--- config.mk ---
export PLATFORM = sky130hd
export DESIGN_NAME = serprog_host
export DESIGN_NICKNAME = d
export VERILOG_FILES = /design/src/rtl/serprog_pkg.sv /design/src/rtl/serprog_bitclk.sv /design/src/rtl/serprog_shift.sv /design/src/rtl/serprog_fsm.sv /design/src/rtl/serprog_host.sv
export SDC_FILE = /design/constraint.sdc
export NUM_CORES = 1
export LEC_CHECK = 0
export BUFFER_PORTS_ARGS = -buffer_cell sky130_fd_sc_hd__buf_2
export CORE_MARGIN = 2
export CORE_UTILIZATION = 48
export DETAILED_ROUTE_END_ITERATION = 8
export PLACE_DENSITY = 0.67
export SYNTH_ARGS = -nofsm -noshare
export SYNTH_HDL_FRONTEND = slang
export SYNTH_SLANG_ARGS = --single-unit
--- constraint.sdc ---
create_clock -name clk -period 3.7 [get_ports clk]
set_input_delay 0.74 -clock clk [delete_from_list [all_inputs] [get_ports clk]]
set_output_delay 0.74 -clock clk [all_outputs]
set_load 0.01 [all_outputs]
--- src/rtl/serprog_pkg.sv ---
package serprog_pkg;

  localparam int CMD_W  = 6;
  localparam int PAY_W  = 14;
  localparam int FRM_W  = PAY_W + 2;
  localparam int IMG_W  = CMD_W + FRM_W;
  localparam int DMEM_W = 8;

  typedef enum logic [2:0] {
    ST_IDLE, ST_CMD, ST_GAP1, ST_DATA, ST_WAIT, ST_GAP2, ST_DONE
  } st_e;

  function automatic logic op_known(input logic [3:0] op);
    return op <= 4'd10;
  endfunction

  function automatic logic op_has_frame(input logic [3:0] op);
    return op <= 4'd4;
  endfunction

  function automatic logic op_is_read(input logic [3:0] op);
    return (op == 4'd3) || (op == 4'd4);
  endfunction

  function automatic logic op_is_dmem(input logic [3:0] op);
    return (op == 4'd2) || (op == 4'd4);
  endfunction

  function automatic logic op_is_begin(input logic [3:0] op);
    return (op == 4'd6) || (op == 4'd7);
  endfunction

  function automatic logic [CMD_W-1:0] cmd_code(input logic [3:0] op);
    case (op)
      4'd0:    return 6'h00;
      4'd1:    return 6'h02;
      4'd2:    return 6'h03;
      4'd3:    return 6'h04;
      4'd4:    return 6'h05;
      4'd5:    return 6'h06;
      4'd6:    return 6'h08;
      4'd7:    return 6'h18;
      4'd8:    return 6'h0A;
      4'd9:    return 6'h09;
      4'd10:   return 6'h0B;
      default: return 6'h00;
    endcase
  endfunction

  // Whole serial image, bit 0 leaves first: command, start, payload, stop.
  function automatic logic [IMG_W-1:0] tx_image(input logic [3:0] op,
                                                input logic [PAY_W-1:0] word);
    logic [PAY_W-1:0] pay;
    pay = op_is_dmem(op) ? {{(PAY_W-DMEM_W){1'b0}}, word[DMEM_W-1:0]} : word;
    return {1'b0, pay, 1'b0, cmd_code(op)};
  endfunction

endpackage

--- src/rtl/serprog_bitclk.sv ---
module serprog_bitclk #(
  parameter int HALF = 25
) (
  input  logic clk,
  input  logic rst_n,
  input  logic run,
  output logic bit_end,
  output logic samp,
  output logic phase_hi
);
  localparam int PER = 2 * HALF;
  localparam int CW  = (PER > 2) ? $clog2(PER) : 1;

  logic [CW-1:0] cnt;

  always_ff @(posedge clk or negedge rst_n) begin
    if (!rst_n)                   cnt <= '0;
    else if (!run)                cnt <= '0;
    else if (cnt == CW'(PER - 1)) cnt <= '0;
    else                          cnt <= cnt + 1'b1;
  end

  assign bit_end  = run && (cnt == CW'(PER - 1));
  assign samp     = run && (cnt == CW'(HALF - 1));
  assign phase_hi = run && (cnt < CW'(HALF));

  // every bit period ends in the low phase
  assert_end_low_R2: assert property (@(posedge clk) disable iff (!rst_n)
    bit_end |-> !phase_hi);
endmodule

--- src/rtl/serprog_shift.sv ---
module serprog_shift
  import serprog_pkg::*;
(
  input  logic             clk,
  input  logic             rst_n,
  input  logic             load,
  input  logic [IMG_W-1:0] img,
  input  logic             shift,
  input  logic             capture,
  input  logic             din,
  output logic             tx_bit,
  output logic [PAY_W-1:0] rx
);
  logic [IMG_W-1:0] tx;

  always_ff @(posedge clk or negedge rst_n) begin
    if (!rst_n)     tx <= '0;
    else if (load)  tx <= img;
    else if (shift) tx <= {1'b0, tx[IMG_W-1:1]};
  end

  always_ff @(posedge clk or negedge rst_n) begin
    if (!rst_n)       rx <= '0;
    else if (capture) rx <= {din, rx[PAY_W-1:1]};
  end

  assign tx_bit = tx[0];
endmodule

--- src/rtl/serprog_fsm.sv ---
module serprog_fsm
  import serprog_pkg::*;
#(
  parameter int GAP = 50
) (
  input  logic             clk,
  input  logic             rst_n,
  input  logic             req_valid,
  input  logic [3:0]       req_op,
  input  logic [PAY_W-1:0] req_data,
  input  logic             bit_end,
  output logic             req_ready,
  output logic             accept,
  output st_e              st,
  output logic [4:0]       bit_idx,
  output logic [3:0]       op_q
);
  localparam int GW = (GAP > 1) ? $clog2(GAP) : 1;
  localparam int CW = (GW > PAY_W) ? GW : PAY_W;
  localparam logic [CW-1:0] GAP_LAST = CW'(GAP - 1);
  localparam logic [4:0]    CMD_LAST = 5'(CMD_W - 1);
  localparam logic [4:0]    FRM_LAST = 5'(FRM_W - 1);

  logic [CW-1:0]    wcnt;
  logic [PAY_W-1:0] wait_q;

  assign req_ready = (st == ST_IDLE);
  assign accept    = req_valid && req_ready;

  always_ff @(posedge clk or negedge rst_n) begin
    if (!rst_n) begin
      st      <= ST_IDLE;
      bit_idx <= '0;
      wcnt    <= '0;
      op_q    <= '0;
      wait_q  <= '0;
    end else begin
      case (st)
        ST_IDLE: if (accept) begin
          op_q    <= req_op;
          wait_q  <= req_data;
          bit_idx <= '0;
          wcnt    <= '0;
          st      <= op_known(req_op) ? ST_CMD : ST_DONE;
        end
        ST_CMD: if (bit_end) begin
          if (bit_idx == CMD_LAST) begin
            bit_idx <= '0;
            wcnt    <= '0;
            if (op_has_frame(op_q))     st <= ST_GAP1;
            else if (op_is_begin(op_q)) st <= ST_WAIT;
            else                        st <= ST_GAP2;
          end else bit_idx <= bit_idx + 1'b1;
        end
        ST_GAP1: if (wcnt == GAP_LAST) begin
          wcnt <= '0;
          st   <= ST_DATA;
        end else wcnt <= wcnt + 1'b1;
        ST_DATA: if (bit_end) begin
          if (bit_idx == FRM_LAST) begin
            bit_idx <= '0;
            wcnt    <= '0;
            st      <= ST_GAP2;
          end else bit_idx <= bit_idx + 1'b1;
        end
        ST_WAIT: if (wcnt == CW'(wait_q)) begin
          wcnt <= '0;
          st   <= ST_GAP2;
        end else wcnt <= wcnt + 1'b1;
        ST_GAP2: if (wcnt == GAP_LAST) begin
          wcnt <= '0;
          st   <= ST_DONE;
        end else wcnt <= wcnt + 1'b1;
        ST_DONE: st <= ST_IDLE;
        default: st <= ST_IDLE;
      endcase
    end
  end

  // completion is a single-cycle state
  assert_done_once_R9: assert property (@(posedge clk) disable iff (!rst_n)
    (st == ST_DONE) |=> (st == ST_IDLE));
  // an accepted request makes the port busy on the next cycle
  assert_busy_after_accept_R9: assert property (@(posedge clk) disable iff (!rst_n)
    accept |=> !req_ready);
  // the pre-frame gap leads only into the frame
  assert_gap_to_frame_R4: assert property (@(posedge clk) disable iff (!rst_n)
    (st == ST_GAP1) |=> (st == ST_GAP1 || st == ST_DATA));
endmodule

--- src/rtl/serprog_host.sv ---
module serprog_host
  import serprog_pkg::*;
#(
  parameter int HALF = 25,
  parameter int GAP  = 50
) (
  input  logic        clk,
  input  logic        rst_n,
  input  logic        req_valid,
  output logic        req_ready,
  input  logic [3:0]  req_op,
  input  logic [13:0] req_data,
  output logic        done,
  output logic [13:0] rd_data,
  output logic        pgm_clk,
  output logic        pgm_dout,
  output logic        pgm_oe,
  input  logic        pgm_din
);
  st_e              st;
  logic [4:0]       bit_idx;
  logic [3:0]       op_q;
  logic             accept, run, bit_end, samp, phase_hi, tx_bit;
  logic             rd_phase, capture;
  logic [PAY_W-1:0] rx;

  assign run = (st == ST_CMD) || (st == ST_DATA);

  serprog_fsm #(.GAP(GAP)) u_fsm (
    .clk(clk), .rst_n(rst_n), .req_valid(req_valid), .req_op(req_op),
    .req_data(req_data), .bit_end(bit_end), .req_ready(req_ready),
    .accept(accept), .st(st), .bit_idx(bit_idx), .op_q(op_q));

  serprog_bitclk #(.HALF(HALF)) u_bitclk (
    .clk(clk), .rst_n(rst_n), .run(run), .bit_end(bit_end),
    .samp(samp), .phase_hi(phase_hi));

  assign rd_phase = (st == ST_DATA) && op_is_read(op_q);
  assign capture  = samp && rd_phase && (bit_idx >= 5'd1) && (bit_idx <= 5'(PAY_W));

  serprog_shift u_shift (
    .clk(clk), .rst_n(rst_n), .load(accept), .img(tx_image(req_op, req_data)),
    .shift(bit_end), .capture(capture), .din(pgm_din), .tx_bit(tx_bit), .rx(rx));

  assign pgm_clk  = phase_hi;
  assign pgm_dout = run && tx_bit;
  assign pgm_oe   = !(rd_phase && (bit_idx != 5'd0));
  assign done     = (st == ST_DONE);
  assign rd_data  = op_is_dmem(op_q) ? {{(PAY_W-DMEM_W){1'b0}}, rx[DMEM_W-1:0]} : rx;

  // data is held through each high phase, so the falling edge sees a settled bit
  assert_dout_stable_hi_R2: assert property (@(posedge clk) disable iff (!rst_n)
    (pgm_clk && $past(pgm_clk)) |-> $stable(pgm_dout));
  // the host lets go of the line only at a rising interface edge
  assert_oe_drop_on_rise_R6: assert property (@(posedge clk) disable iff (!rst_n)
    $fell(pgm_oe) |-> $rose(pgm_clk));
  // the host takes the line back only while the interface clock is low
  assert_oe_back_low_R6: assert property (@(posedge clk) disable iff (!rst_n)
    $rose(pgm_oe) |-> !pgm_clk);
  // done is a single-cycle strobe
  assert_done_pulse_R9: assert property (@(posedge clk) disable iff (!rst_n)
    done |=> !done);
endmodule

==> results of run 1 <==
[critical path, cell delays in order (launching register included)]
cell and delay, ps:
sky130_fd_sc_hd__dfrtp_1 580, sky130_fd_sc_hd__nor2b_1 400, sky130_fd_sc_hd__nand4_1 220, sky130_fd_sc_hd__a21o_1 210, sky130_fd_sc_hd__buf_2 130
[through the flow]
stage	instance area (um2)	util
after floorplan	4330	-
after global placement	4540	0.520
after detailed placement	4540	0.520
after CTS	4710	0.541
after global routing	4710	0.541
final	4710	0.541
[sequential cells by signal, summed over array words and instances (netlist names)]
| name | flops |
|---|---|
| u_fsm.wait_q | 14 |
| u_bitclk.cnt | 6 |
| u_shift.tx | 21 |
| u_fsm.op_q | 4 |
| u_fsm.wcnt | 14 |
| u_fsm.bit_idx | 5 |
| u_shift.rx | 14 |
| u_fsm.st | 3 |
[cell usage in the layout, fill, tap and decap left out, types with 3 or more instances in the layout]
master,synthesis,final
sky130_fd_sc_hd__nor2b_1,4,4
sky130_fd_sc_hd__a221o_1,3,3
sky130_fd_sc_hd__and2_1,11,11
sky130_fd_sc_hd__a21o_1,5,5
sky130_fd_sc_hd__nand3_1,13,13
sky130_fd_sc_hd__and3_1,3,3
sky130_fd_sc_hd__ha_1,17,17
sky130_fd_sc_hd__mux2i_1,19,19
sky130_fd_sc_hd__nand2b_1,3,3
sky130_fd_sc_hd__buf_4,8,4
sky130_fd_sc_hd__nor4_1,5,5
sky130_fd_sc_hd__nor3b_1,3,3
sky130_fd_sc_hd__o21ai_1,4,4
sky130_fd_sc_hd__clkbuf_8,0,9
sky130_fd_sc_hd__buf_2,4,39
sky130_fd_sc_hd__inv_1,17,17
sky130_fd_sc_hd__nand2_1,79,79
sky130_fd_sc_hd__nand4_1,6,6
sky130_fd_sc_hd__nor3_1,7,7
sky130_fd_sc_hd__dfrtp_1,81,81
sky130_fd_sc_hd__mux2_2,14,14
sky130_fd_sc_hd__xnor2_1,6,6
sky130_fd_sc_hd__nor2_1,26,26
sky130_fd_sc_hd__o21ai_0,32,32
sky130_fd_sc_hd__a21oi_1,9,9
sky130_fd_sc_hd__or3_1,7,7
sky130_fd_sc_hd__xor2_1,16,16
[worst max path at each step]
stage / endpoint / slack [ps] / cells past startpoint
2_1_floorplan: u_fsm.wcnt[6] / 1610 / 8
3_3_place_gp: u_fsm.bit_idx[3] / 1160 / 7
3_5_place_dp: u_fsm.bit_idx[3] / 1190 / 7
4_1_cts: pgm_oe / 1050 / 4
5_1_grt: pgm_oe / 940 / 4
6_report: pgm_oe / 1070 / 4
[routing by layer]
layer,track usage,up-vias
met5,0,-
met4,0.0717,0
met3,0.0355,11
met2,0.282,56
met1,0.269,1507
li1,-,1573
[final cells by class]
| cell class | instances | share of cell area |
|---|---|---|
| Clock buffer | 10 | 0.0271 |
| Clock inverter | 6 | 0.0106 |
| Inverter | 17 | 0.0135 |
| Multi-Input combinational cell | 322 | 0.442 |
| Sequential cell | 81 | 0.430 |
| Tap cell | 108 | 0.0287 |
| Timing Repair Buffer | 43 | 0.0478 |
[cells by family (layout without fill, tap and decap cells)]
logic type | count (synthesis) | count (layout) | synth area share
AOI/OAI and AO/OA | 69 | 69 | 0.100
and+or+nand+nor | 180 | 180 | 0.203
DFF | 81 | 81 | 0.469
muxes | 34 | 34 | 0.0839
buffers and inverters | 45 | 76 | 0.0506
adders and majority gates | 17 | 17 | 0.0492
xor gates and xnor gates | 22 | 22 | 0.0445
[power groups by stage]
stage | Sequential [W] | Clock, W | Combinational, W
after floorplan | 0.000902 | 0 | 0.0000113
after global placement | 0.000902 | 0 | 0.0000454
after detailed placement | 0.000902 | 0 | 0.0000461
after CTS | 0.000884 | 0.000618 | 0.0000463
after global routing | 0.000885 | 0.000650 | 0.0000516
final | 0.000884 | 0.000596 | 0.0000453
==> report_table.html, run 1 <==
<table>
<tr><th>Metric</th><th>Value</th></tr>
<tr><th colspan="2">Synth</th></tr>
<tr><td>Number of enable flip-flop cells after synthesis</td><td>0</td></tr>
<tr><td>Synth Instances</td><td>448</td></tr>
<tr><td>Top cell types by occurrence after synthesis</td><td>81 x sky130_fd_sc_hd__dfrtp_1, 79 x sky130_fd_sc_hd__nand2_1, 32 x sky130_fd_sc_hd__o21ai_0</td></tr>
<tr><td>Largest cells by area after synthesis</td><td>sky130_fd_sc_hd__dfrtp_1 47%, sky130_fd_sc_hd__nand2_1 6.9%, sky130_fd_sc_hd__ha_1 4.9%</td></tr>
<tr><td>Sequential-to-total area share from yosys stat</td><td>0.469</td></tr>
<tr><td>Top_reg_cell synth</td><td>sky130_fd_sc_hd__dfrtp_1</td></tr>
<tr><td>Net Count, Synth</td><td>487</td></tr>
<tr><td>Warnings from Yosys</td><td>0</td></tr>
<tr><td>Post-synthesis instance area</td><td>4330 um2</td></tr>
<tr><td>Number of register bits inferred by synthesis</td><td>81</td></tr>
<tr><td>Area share of the leading cell type in the synthesized netlist</td><td>0.469</td></tr>
<tr><td>Most frequently used cell type in the post-synthesis netlist</td><td>sky130_fd_sc_hd__dfrtp_1</td></tr>
<tr><td>Library cell with the largest summed area after synthesis</td><td>sky130_fd_sc_hd__dfrtp_1</td></tr>
<tr><td>Share of synthesized flip-flops with an asynchronous set or reset</td><td>1.00</td></tr>
<tr><td>Count of cell types in the netlist</td><td>51</td></tr>
<tr><td>Average instance area after synthesis</td><td>9.65 um2</td></tr>
<tr><th colspan="2">Global routing</th></tr>
<tr><td>Maximum number of pins on one net before global-route repair</td><td>82</td></tr>
<tr><td>Global-route wire length before repair</td><td>about 15000 um</td></tr>
<tr><td>Antenna violations before repair</td><td>0</td></tr>
<tr><td>Number of global-route vias before repair</td><td>3129</td></tr>
<tr><td>Total GRT Usage</td><td>0.187</td></tr>
<tr><td>Total global routing overflow</td><td>0</td></tr>
<tr><th colspan="2">Cells and area</th></tr>
<tr><td>Area growth from synthesis to layout</td><td>9.00%</td></tr>
<tr><td>Net total in the final layout</td><td>between 500 and 600</td></tr>
<tr><td>Antenna cells</td><td>0</td></tr>
<tr><td>Share of layout cells above drive strength 1</td><td>0.165</td></tr>
<tr><td>Combined flip-flop and latch cell area</td><td>2030 um2</td></tr>
<tr><td>Count of non-filler cells in the finished layout</td><td>between 500 and 600</td></tr>
<tr><td>Multi-input gate area in the final layout</td><td>2090 um2</td></tr>
<tr><td>Filler cells</td><td>816</td></tr>
<tr><th colspan="2">Floorplanning</th></tr>
<tr><td>Vertical die dimension</td><td>98.9 um</td></tr>
<tr><td>Die span in x</td><td>98.9 um</td></tr>
<tr><td>Starting utilization of the core area</td><td>0.496</td></tr>
<tr><td>Core outline area</td><td>8720 um2</td></tr>
<tr><td>Number of standard-cell rows in the floorplan</td><td>34</td></tr>
<tr><td>Die area</td><td>9790 um2</td></tr>
<tr><td>I/O pin count</td><td>41</td></tr>
<tr><th colspan="2">STA</th></tr>
<tr><td>Tightest hold margin</td><td>between 400 and 500 ps</td></tr>
<tr><td>Final worst slack</td><td>1070 ps</td></tr>
<tr><td>Final count of negative-setup-slack endpoints</td><td>0</td></tr>
<tr><td>Worst-Margin Slew</td><td>1010 ps</td></tr>
<tr><td>Final worst path period share</td><td>0.711</td></tr>
<tr><td>Setup_tns</td><td>0 ps</td></tr>
<tr><td>Slew HR</td><td>0.327</td></tr>
<tr><td>FMAX</td><td>0.380 GHz</td></tr>
<tr><td>Fin crit period</td><td>2630 ps</td></tr>
<tr><td>RSZ-0062 raised after global routing</td><td>no</td></tr>
<tr><td>Number of pins exceeding their max-slew limit in the final report</td><td>0</td></tr>
<tr><td>Fin Clk Skew</td><td>10.8 ps</td></tr>
<tr><td>Count of final hold-check violations</td><td>0</td></tr>
<tr><th colspan="2">CTS</th></tr>
<tr><td>Post-CTS setup buffer count</td><td>0</td></tr>
<tr><td>Post-cts repair resize count</td><td>0</td></tr>
<tr><td>Worst-case clock buffer depth</td><td>2</td></tr>
<tr><td>Clock slew seen by the registers of the worst setup and hold paths</td><td>approximately 80 ps</td></tr>
<tr><td>Clock tree from TritonCTS</td><td>yes</td></tr>
<tr><td>Number of buffers inserted for hold repair after clock tree synthesis</td><td>0</td></tr>
<tr><td>Clk Tree Root Cell</td><td>sky130_fd_sc_hd__clkbuf_8</td></tr>
<tr><td>H-tree Lvls</td><td>3</td></tr>
<tr><td>Clk_lat worst skew</td><td>350 ps</td></tr>
<tr><td>Total clock sinks</td><td>81</td></tr>
<tr><td>Total CTS buffers</td><td>9</td></tr>
<tr><th colspan="2">Drt</th></tr>
<tr><td>Detailed-route wire length</td><td>8660 um</td></tr>
<tr><td>Drt first-iter violations</td><td>112</td></tr>
<tr><td>Met2 layer wire length in the routed design</td><td>3910 um</td></tr>
<tr><td>First-pass DRT Iterations</td><td>4</td></tr>
<tr><td>Average via count per standard cell</td><td>5.36</td></tr>
<tr><td>Highest routing layer actually used</td><td>met4</td></tr>
<tr><td>Detail Route met3 WL</td><td>around 300 um</td></tr>
<tr><td>Routed metal-1 wirelength</td><td>4330 um</td></tr>
<tr><td>Count of antenna-violating nets left after detailed routing</td><td>0</td></tr>
<tr><td>Routed length per placed instance</td><td>14.7 um</td></tr>
<tr><td>DRC Markers</td><td>0</td></tr>
<tr><td>Vias</td><td>between 3000 and 4000</td></tr>
<tr><th colspan="2">Placed design</th></tr>
<tr><td>Post-placement setup slack</td><td>1190 ps</td></tr>
<tr><td>Count of placed standard cells including taps</td><td>571</td></tr>
<tr><td>Number of buffer cells added on primary ports</td><td>40</td></tr>
<tr><td>Detail Placement HPWL</td><td>6040 um</td></tr>
<tr><td>Final estimated routing congestion in global placement</td><td>0.927</td></tr>
<tr><th colspan="2">Status</th></tr>
<tr><td>Result of the run</td><td>complete, no violations</td></tr>
<tr><th colspan="2">Power and ir drop</th></tr>
<tr><td>Sequential share of power</td><td>0.579</td></tr>
<tr><td>Internal power contribution</td><td>approximately 0.0011 W</td></tr>
<tr><td>Post-layout power</td><td>approximately 0.0015 W</td></tr>
<tr><td>Highest ir drop seen on vdd</td><td>0.176 mV</td></tr>
<tr><td>Leakage power of the design</td><td>between 2 and 2.5 nW</td></tr>
<tr><td>Combinational Power Share</td><td>0.030</td></tr>
<tr><td>Power per Cell Area</td><td>324 nW/um2</td></tr>
<tr><td>Fraction of power consumed by the clock network</td><td>0.391</td></tr>
<tr><td>Sw Share</td><td>0.247</td></tr>
<tr><td>P_sw</td><td>around 0.00038 W</td></tr>
<tr><th colspan="2">Worst hold path</th></tr>
<tr><td>Hold worst-path end</td><td>u_shift.tx[6]</td></tr>
<tr><td>Beginning of the worst hold path</td><td>u_shift.tx[7]</td></tr>
<tr><td>Hold-critical path depth</td><td>2</td></tr>
<tr><td>Classification of the worst-slack hold path</td><td>reg2reg</td></tr>
<tr><th colspan="2">Worst setup path</th></tr>
<tr><td>Startpoint of the worst register-to-register path</td><td>u_fsm.st[0]</td></tr>
<tr><td>Worst setup EP type</td><td>output port</td></tr>
<tr><td>Worst R2R Setup Slack</td><td>1210 ps</td></tr>
<tr><td>WS Path Type</td><td>reg2out</td></tr>
<tr><td>Startpoint type of the worst setup path</td><td>register</td></tr>
<tr><td>Reg-to-reg endpoint</td><td>u_fsm.bit_idx[3]</td></tr>
<tr><td>Crit path max fanout</td><td>12</td></tr>
<tr><td>Reg2reg path depth</td><td>7</td></tr>
<tr><td>Arrival time of the worst setup path</td><td>approximately 1900 ps</td></tr>
<tr><td>Start point of the critical path</td><td>u_fsm.st[0]</td></tr>
<tr><td>Required time of the critical path</td><td>2960 ps</td></tr>
<tr><th colspan="2">Run</th></tr>
<tr><td>Count of max-cap constraint violations</td><td>0</td></tr>
</table>
Power figures use the tool's default switching activity.
==> inputs of run 2 (changes only) <==
clock period = 2.75 ns   (was 3.7 ns; I/O delays follow)
==> report_table.html, run 2 (synthesis gave the netlist of run 1 again) <==
<table>
<tr><th>Metric</th><th>Value</th></tr>
<tr><th colspan="2">Power and ir drop</th></tr>
<tr><td>Post-layout power</td><td>0.00216 W</td></tr>
<tr><td>Power per Cell Area</td><td>451 nW/um2</td></tr>
<tr><td>Leakage power of the design</td><td>2.19 nW</td></tr>
<tr><td>Highest ir drop seen on vdd</td><td>between 0.3 and 0.4 mV</td></tr>
<tr><th colspan="2">Cells and area</th></tr>
<tr><td>Post-layout util</td><td>0.548</td></tr>
<tr><td>Most frequent cells in the layout</td><td>81 x sky130_fd_sc_hd__dfrtp_1, 79 x sky130_fd_sc_hd__nand2_1, 39 x sky130_fd_sc_hd__buf_2</td></tr>
<tr><td>Filler cells</td><td>around 780</td></tr>
<tr><td>Register name with the most flops</td><td>u_shift.tx</td></tr>
<tr><td>Antenna cells</td><td>0</td></tr>
<tr><td>Commonest non-fill, non-tap cell in the layout</td><td>sky130_fd_sc_hd__dfrtp_1</td></tr>
<tr><td>Share of layout cells above drive strength 1</td><td>0.174</td></tr>
<tr><td>Net total in the final layout</td><td>517</td></tr>
<tr><td>Flip-flop count of the largest register after layout</td><td>21</td></tr>
<tr><td>Area growth from synthesis to layout</td><td>10.5%</td></tr>
<tr><th colspan="2">Worst setup path</th></tr>
<tr><td>Arrival time of the worst setup path</td><td>2680 ps</td></tr>
<tr><td>Depth of the critical timing path with buffers and inverters included</td><td>9</td></tr>
<tr><td>Crit path max fanout</td><td>7</td></tr>
<tr><td>WS Path Type</td><td>reg2reg</td></tr>
<tr><td>Crit-path max cell delay</td><td>450 ps</td></tr>
<tr><td>Top delay family on crit path</td><td>simple AND/OR/NAND/NOR gates</td></tr>
<tr><td>Startpoint type of the worst setup path</td><td>register</td></tr>
<tr><td>Worst setup EP type</td><td>register</td></tr>
<tr><td>Required time of the critical path</td><td>3010 ps</td></tr>
<tr><td>Critical path buffer and inverter count</td><td>1</td></tr>
<tr><td>Cell chain of the critical path</td><td>inv_1 -&gt; ha_1 -&gt; nand4b_1 -&gt; o21ai_1 -&gt; and3_1 -&gt; and4_1 -&gt; nand4_1 -&gt; xor2_1 -&gt; nor2_1</td></tr>
<tr><td>Slowest CP cell</td><td>sky130_fd_sc_hd__o21ai_1</td></tr>
<tr><td>Reg2reg path depth</td><td>9</td></tr>
<tr><th colspan="2">Floorplanning</th></tr>
<tr><td>Die area</td><td>9790 um2</td></tr>
<tr><td>Vertical die dimension</td><td>98.9 um</td></tr>
<tr><td>Starting utilization of the core area</td><td>0.496</td></tr>
<tr><td>I/O pin count</td><td>slightly above 40</td></tr>
<tr><td>Die span in x</td><td>98.9 um</td></tr>
<tr><td>Core outline area</td><td>8720 um2</td></tr>
<tr><td>Number of standard-cell rows in the floorplan</td><td>34</td></tr>
<tr><th colspan="2">STA</th></tr>
<tr><td>Slew HR</td><td>0.475</td></tr>
<tr><td>Count of final hold-check violations</td><td>0</td></tr>
<tr><td>Fin Clk Skew</td><td>8.31 ps</td></tr>
<tr><td>Number of pins exceeding their max-slew limit in the final report</td><td>0</td></tr>
<tr><td>Fin crit period</td><td>~2400 ps</td></tr>
<tr><td>RSZ-0062 raised after global routing</td><td>no</td></tr>
<tr><td>Final count of negative-setup-slack endpoints</td><td>0</td></tr>
<tr><td>Final worst path period share</td><td>0.883</td></tr>
<tr><td>Worst-Margin Slew</td><td>784 ps</td></tr>
<tr><td>Setup_tns</td><td>0 ps</td></tr>
<tr><td>FMAX</td><td>0.412 GHz</td></tr>
<tr><th colspan="2">Run</th></tr>
<tr><td>Count of max-cap constraint violations</td><td>0</td></tr>
<tr><th colspan="2">Drt</th></tr>
<tr><td>Drt first-iter violations</td><td>173</td></tr>
<tr><td>First-pass DRT Iterations</td><td>5</td></tr>
<tr><td>Detailed-route wire length</td><td>8740 um</td></tr>
<tr><td>Routed length per placed instance</td><td>14.8 um</td></tr>
<tr><td>DRC Markers</td><td>0</td></tr>
<tr><td>Count of antenna-violating nets left after detailed routing</td><td>0</td></tr>
<tr><td>Vias</td><td>3274</td></tr>
<tr><td>Average via count per standard cell</td><td>5.54</td></tr>
<tr><th colspan="2">Global routing</th></tr>
<tr><td>Number of global-route vias before repair</td><td>3237</td></tr>
<tr><td>Total GRT Usage</td><td>0.192</td></tr>
<tr><td>Antenna violations before repair</td><td>0</td></tr>
<tr><td>Global-route wire length before repair</td><td>about 15000 um</td></tr>
<tr><td>Total global routing overflow</td><td>0</td></tr>
<tr><td>Maximum number of pins on one net before global-route repair</td><td>50</td></tr>
<tr><th colspan="2">CTS</th></tr>
<tr><td>Worst-case clock buffer depth</td><td>2</td></tr>
<tr><td>Number of buffers inserted for hold repair after clock tree synthesis</td><td>0</td></tr>
<tr><td>Clk Tree Root Cell</td><td>sky130_fd_sc_hd__clkbuf_8</td></tr>
<tr><td>Clock tree from TritonCTS</td><td>yes</td></tr>
<tr><td>Post-CTS setup buffer count</td><td>0</td></tr>
<tr><td>Total clock sinks</td><td>81</td></tr>
<tr><td>H-tree Lvls</td><td>3</td></tr>
<tr><td>Clock slew seen by the registers of the worst setup and hold paths</td><td>90 ps</td></tr>
<tr><td>Clk_lat worst skew</td><td>~360 ps</td></tr>
<tr><td>Post-cts repair resize count</td><td>0</td></tr>
<tr><td>Total CTS buffers</td><td>9</td></tr>
<tr><th colspan="2">Placed design</th></tr>
<tr><td>Final estimated routing congestion in global placement</td><td>0.901</td></tr>
<tr><td>Detail Placement HPWL</td><td>6170 um</td></tr>
<tr><td>Number of buffer cells added on primary ports</td><td>40</td></tr>
<tr><th colspan="2">Worst hold path</th></tr>
<tr><td>Classification of the worst-slack hold path</td><td>in2async</td></tr>
<tr><th colspan="2">Status</th></tr>
<tr><td>Result of the run</td><td>complete, no violations</td></tr>
</table>
[run 2: final timing paths]
path,start,to,slack (ps)
max,u_bitclk.cnt[1],u_fsm.wcnt[11],320
min,rst_n,u_bitclk.cnt[1],120
max reg2reg,u_bitclk.cnt[1],u_fsm.wcnt[11],320
min reg2reg,u_fsm.wait_q[13],u_fsm.wait_q[13],500
max in group asynchronous,rst_n,u_fsm.wcnt[5],2020
min in group clk,req_data[5],u_fsm.wait_q[5],400
[run 2: routing by layer]
layer,share of wire,vias to the layer above,global-route usage
li1,-,1592,-
met1,0.48,1582,0.270
met2,0.46,89,0.298
met3,0.054,11,0.0447
met4,0.013,0,0.0580
met5,0,-,0
[run 2: area by class of cell]
| class | count | area (um2) | area share |
|---|---|---|---|
| tap | 108 | 135 | 0.0283 |
| clock buffer | 9 | 124 | 0.0259 |
| inverter | 17 | 63.8 | 0.0134 |
| sequential | 81 | 2030 | 0.424 |
| timing repair buffer | 47 | 268 | 0.0560 |
| clock inverter | 7 | 76.3 | 0.0160 |
| multi-input combinational | 322 | 2090 | 0.436 |
[run 2: through the flow]
stage | area, um2 | hold WS [ps] | setup slack [ps] | cells
finish | 4780 | 124 | 322 | 591
global route | 4780 | 149 | 123 | 591
CTS | 4780 | 133 | 323 | 591
detailed placement | 4580 | 484 | 330 | 575
global placement | 4580 | 468 | 450 | 575
floorplan | 4330 | 254 | 658 | 448
[run 2: report_power, final]
part	leakage, nW	switching [W]	internal, W
sequential	1.01	0	0.00119
clock	0.0962	0.000477	0.000426
combinational	1.09	0.0000430	0.0000212
total	2.19	0.000520	0.00164
[run 2: worst reg2reg max path, stage by stage, from the launching register on]
cell and delay [ps]:
sky130_fd_sc_hd__dfrtp_1 410, sky130_fd_sc_hd__inv_1 100, sky130_fd_sc_hd__ha_1 160, sky130_fd_sc_hd__nand4b_1 170
sky130_fd_sc_hd__o21ai_1 450, sky130_fd_sc_hd__and3_1 380, sky130_fd_sc_hd__and4_1 290, sky130_fd_sc_hd__nand4_1 140
sky130_fd_sc_hd__xor2_1 170, sky130_fd_sc_hd__nor2_1 50
==> inputs of run 3 (changes only) <==
ABC_AREA = 1   (was default)
PLACE_DENSITY = 0.66   (was 0.67)
==> report_table.html, run 3 <==
<table>
<tr><th>Metric</th><th>Value</th></tr>
<tr><th colspan="2">Synth</th></tr>
<tr><td>Top_reg_cell synth</td><td>sky130_fd_sc_hd__dfrtp_1</td></tr>
<tr><td>Average instance area after synthesis</td><td>7.75 um2</td></tr>
<tr><td>Sequential-to-total area share from yosys stat</td><td>0.424</td></tr>
<tr><td>Largest cells by area after synthesis</td><td>sky130_fd_sc_hd__dfrtp_1 42%, sky130_fd_sc_hd__nand2_1 13%, sky130_fd_sc_hd__inv_1 5.3%</td></tr>
<tr><td>Share of synthesized flip-flops with an asynchronous set or reset</td><td>1.00</td></tr>
<tr><td>Number of register bits inferred by synthesis</td><td>81</td></tr>
<tr><td>Most frequently used cell type in the post-synthesis netlist</td><td>sky130_fd_sc_hd__nand2_1</td></tr>
<tr><td>Area share of the leading cell type in the synthesized netlist</td><td>0.424</td></tr>
<tr><td>Synth Instances</td><td>617</td></tr>
<tr><td>Post-synthesis instance area</td><td>roughly 4800 um2</td></tr>
<tr><td>Top cell types by occurrence after synthesis</td><td>162 x sky130_fd_sc_hd__nand2_1, 81 x sky130_fd_sc_hd__dfrtp_1, 67 x sky130_fd_sc_hd__inv_1</td></tr>
<tr><td>Number of enable flip-flop cells after synthesis</td><td>0</td></tr>
<tr><td>Library cell with the largest summed area after synthesis</td><td>sky130_fd_sc_hd__dfrtp_1</td></tr>
<tr><td>Count of cell types in the netlist</td><td>40</td></tr>
<tr><td>Warnings from Yosys</td><td>0</td></tr>
<tr><td>Net Count, Synth</td><td>656</td></tr>
<tr><th colspan="2">Placed design</th></tr>
<tr><td>Post-placement setup slack</td><td>664 ps</td></tr>
<tr><td>Final estimated routing congestion in global placement</td><td>0.864</td></tr>
<tr><td>Detail Placement HPWL</td><td>around 7700 um</td></tr>
<tr><td>Number of buffer cells added on primary ports</td><td>40</td></tr>
<tr><td>Post-placement cell area</td><td>5000 um2</td></tr>
<tr><th colspan="2">STA</th></tr>
<tr><td>Slew HR</td><td>0.477</td></tr>
<tr><td>Final worst path period share</td><td>0.851</td></tr>
<tr><td>Final count of negative-setup-slack endpoints</td><td>0</td></tr>
<tr><td>RSZ-0062 raised after global routing</td><td>no</td></tr>
<tr><td>Setup_tns</td><td>0 ps</td></tr>
<tr><td>FMAX</td><td>around 0.43 GHz</td></tr>
<tr><td>Worst-Margin Slew</td><td>782 ps</td></tr>
<tr><td>Count of final hold-check violations</td><td>0</td></tr>
<tr><td>Final worst slack</td><td>approximately 400 ps</td></tr>
<tr><td>Number of pins exceeding their max-slew limit in the final report</td><td>0</td></tr>
<tr><td>Fin Clk Skew</td><td>5.02 ps</td></tr>
<tr><td>Fin crit period</td><td>about 2300 ps</td></tr>
<tr><th colspan="2">CTS</th></tr>
<tr><td>Number of buffers inserted for hold repair after clock tree synthesis</td><td>0</td></tr>
<tr><td>Clock slew seen by the registers of the worst setup and hold paths</td><td>90 ps</td></tr>
<tr><td>Worst-case clock buffer depth</td><td>2</td></tr>
<tr><td>H-tree Lvls</td><td>3</td></tr>
<tr><td>Clk_lat worst skew</td><td>370 ps</td></tr>
<tr><td>Post-CTS setup buffer count</td><td>0</td></tr>
<tr><td>Total clock sinks</td><td>just over 80</td></tr>
<tr><td>Clk Tree Root Cell</td><td>sky130_fd_sc_hd__clkbuf_8</td></tr>
<tr><td>Post-cts repair resize count</td><td>0</td></tr>
<tr><td>Clock tree from TritonCTS</td><td>yes</td></tr>
<tr><td>Total CTS buffers</td><td>9</td></tr>
<tr><th colspan="2">Global routing</th></tr>
<tr><td>Number of global-route vias before repair</td><td>3873</td></tr>
<tr><td>Antenna violations before repair</td><td>0</td></tr>
<tr><td>Global-route wire length before repair</td><td>18200 um</td></tr>
<tr><td>Total GRT Usage</td><td>0.206</td></tr>
<tr><td>Total global routing overflow</td><td>0</td></tr>
<tr><td>Maximum number of pins on one net before global-route repair</td><td>46</td></tr>
<tr><th colspan="2">Drt</th></tr>
<tr><td>Drt first-iter violations</td><td>180</td></tr>
<tr><td>Vias</td><td>4053</td></tr>
<tr><td>Routed length per placed instance</td><td>between 10 and 15 um</td></tr>
<tr><td>Average via count per standard cell</td><td>5.17</td></tr>
<tr><td>DRC Markers</td><td>0</td></tr>
<tr><td>First-pass DRT Iterations</td><td>4</td></tr>
<tr><td>Count of antenna-violating nets left after detailed routing</td><td>0</td></tr>
<tr><td>Detailed-route wire length</td><td>10500 um</td></tr>
<tr><th colspan="2">Status</th></tr>
<tr><td>Result of the run</td><td>complete, no violations</td></tr>
<tr><th colspan="2">Cells and area</th></tr>
<tr><td>Net total in the final layout</td><td>685</td></tr>
<tr><td>Share of layout cells above drive strength 1</td><td>0.143</td></tr>
<tr><td>Antenna cells</td><td>0</td></tr>
<tr><td>Commonest non-fill, non-tap cell in the layout</td><td>sky130_fd_sc_hd__nand2_1</td></tr>
<tr><td>Flip-flop count of the largest register after layout</td><td>21</td></tr>
<tr><td>Finished Cell Area</td><td>5210 um2</td></tr>
<tr><td>Area growth from synthesis to layout</td><td>8.93%</td></tr>
<tr><td>Register name with the most flops</td><td>u_shift.tx</td></tr>
<tr><td>Most frequent cells in the layout</td><td>162 x sky130_fd_sc_hd__nand2_1, 81 x sky130_fd_sc_hd__dfrtp_1, 67 x sky130_fd_sc_hd__inv_1</td></tr>
<tr><th colspan="2">Power and ir drop</th></tr>
<tr><td>Highest ir drop seen on vdd</td><td>between 0.2 and 0.25 mV</td></tr>
<tr><td>P_sw</td><td>0.000514 W</td></tr>
<tr><td>Sequential share of power</td><td>0.549</td></tr>
<tr><td>Power per Cell Area</td><td>around 420 nW/um2</td></tr>
<tr><td>Sw Share</td><td>0.237</td></tr>
<tr><td>Combinational Power Share</td><td>0.030</td></tr>
<tr><td>Fraction of power consumed by the clock network</td><td>0.421</td></tr>
<tr><td>Internal power contribution</td><td>around 0.0017 W</td></tr>
<tr><td>Leakage power of the design</td><td>2.67 nW</td></tr>
<tr><th colspan="2">Floorplanning</th></tr>
<tr><td>Starting utilization of the core area</td><td>0.491</td></tr>
<tr><td>Number of standard-cell rows in the floorplan</td><td>36</td></tr>
<tr><td>Die span in x</td><td>about 100 um</td></tr>
<tr><td>Vertical die dimension</td><td>104 um</td></tr>
<tr><td>Core outline area</td><td>9730 um2</td></tr>
<tr><td>I/O pin count</td><td>a little over 40</td></tr>
<tr><td>Die area</td><td>about 11000 um2</td></tr>
<tr><th colspan="2">Worst setup path</th></tr>
<tr><td>Startpoint type of the worst setup path</td><td>register</td></tr>
<tr><td>Crit path max fanout</td><td>7</td></tr>
<tr><td>Required time of the critical path</td><td>2200 ps</td></tr>
<tr><td>Arrival time of the worst setup path</td><td>approximately 1800 ps</td></tr>
<tr><td>Worst setup EP type</td><td>output port</td></tr>
<tr><td>WS Path Type</td><td>reg2out</td></tr>
<tr><th colspan="2">Worst hold path</th></tr>
<tr><td>Classification of the worst-slack hold path</td><td>in2async</td></tr>
<tr><th colspan="2">Run</th></tr>
<tr><td>Count of max-cap constraint violations</td><td>0</td></tr>
</table>
run 3: area by class of cell:
class	instances	area [um2]
Inverter	74	283
Fill cell	971	4520
Clock inverter	6	67.6
Tap cell	133	166
Sequential cell	81	2030
Multi-Input combinational cell	438	2290
Clock buffer	10	138
Timing Repair Buffer	42	230
run 3: power by group through the flow:
stage	Combinational [W]	Clock [W]	Sequential, W
floorplan	0.0000128	0	0.00121
global placement	0.0000652	0	0.00121
detailed placement	0.0000669	0	0.00121
CTS	0.0000671	0.000936	0.00119
global route	0.0000758	0.000988	0.00119
finish	0.0000653	0.000913	0.00119
run 3: logic make-up after synthesis:
group                      Yosys count  synth area share
adders and majority gates           17            0.0445
xor gates and xnor gates            12            0.0220
and+or+nand+nor                    317             0.300
AOI/OAI and AO/OA                   92             0.114
buffers and inverters               98            0.0958
DFF                                 81             0.424
run 3: worst paths after layout:
| kind | end | from | cells past startpoint | slack, ps |
|---|---|---|---|---|
| setup reg to reg | u_fsm.st[1] | u_fsm.st[2] | 9 | 630 |
| hold reg to reg | u_shift.rx[0] | u_shift.rx[0] | 2 | 480 |
| hold / removal | u_shift.rx[8] | rst_n | 1 | 150 |
| setup / recovery | pgm_clk | u_fsm.st[0] | 5 | 410 |
| max in group asynchronous | u_fsm.wait_q[9] | rst_n | 2 | 1980 |
| min in group clk | u_fsm.wait_q[11] | req_data[11] | 3 | 410 |
run 3: metrics by stage:
step,instances,total power [W],util,hold slack (ps)
after global routing,784,0.00225,0.535,180
after CTS,784,0.00219,0.535,151
after floorplan,617,0.00123,-,254
final,784,0.00217,0.535,148
after global placement,768,0.00128,0.514,451
after detailed placement,768,0.00128,0.514,462
run 3: routing by layer:
layer / wire (um) / share of wire / GRT usage / vias to the layer above
li1: - / - / - / 2048
met1: 5280 / 0.50 / 0.290 / 1935
met2: 4740 / 0.45 / 0.320 / 57
met3: 350 / 0.033 / 0.0390 / 13
met4: 148 / 0.014 / 0.0724 / 0
met5: 0 / 0 / 0 / -
run 3: worst max-delay path: stages, from the launching register on:
cell and delay (ps):
sky130_fd_sc_hd__dfrtp_1 500, sky130_fd_sc_hd__inv_2 60, sky130_fd_sc_hd__nor2_2 180, sky130_fd_sc_hd__inv_2 120
sky130_fd_sc_hd__a2111oi_0 360, sky130_fd_sc_hd__buf_2 200
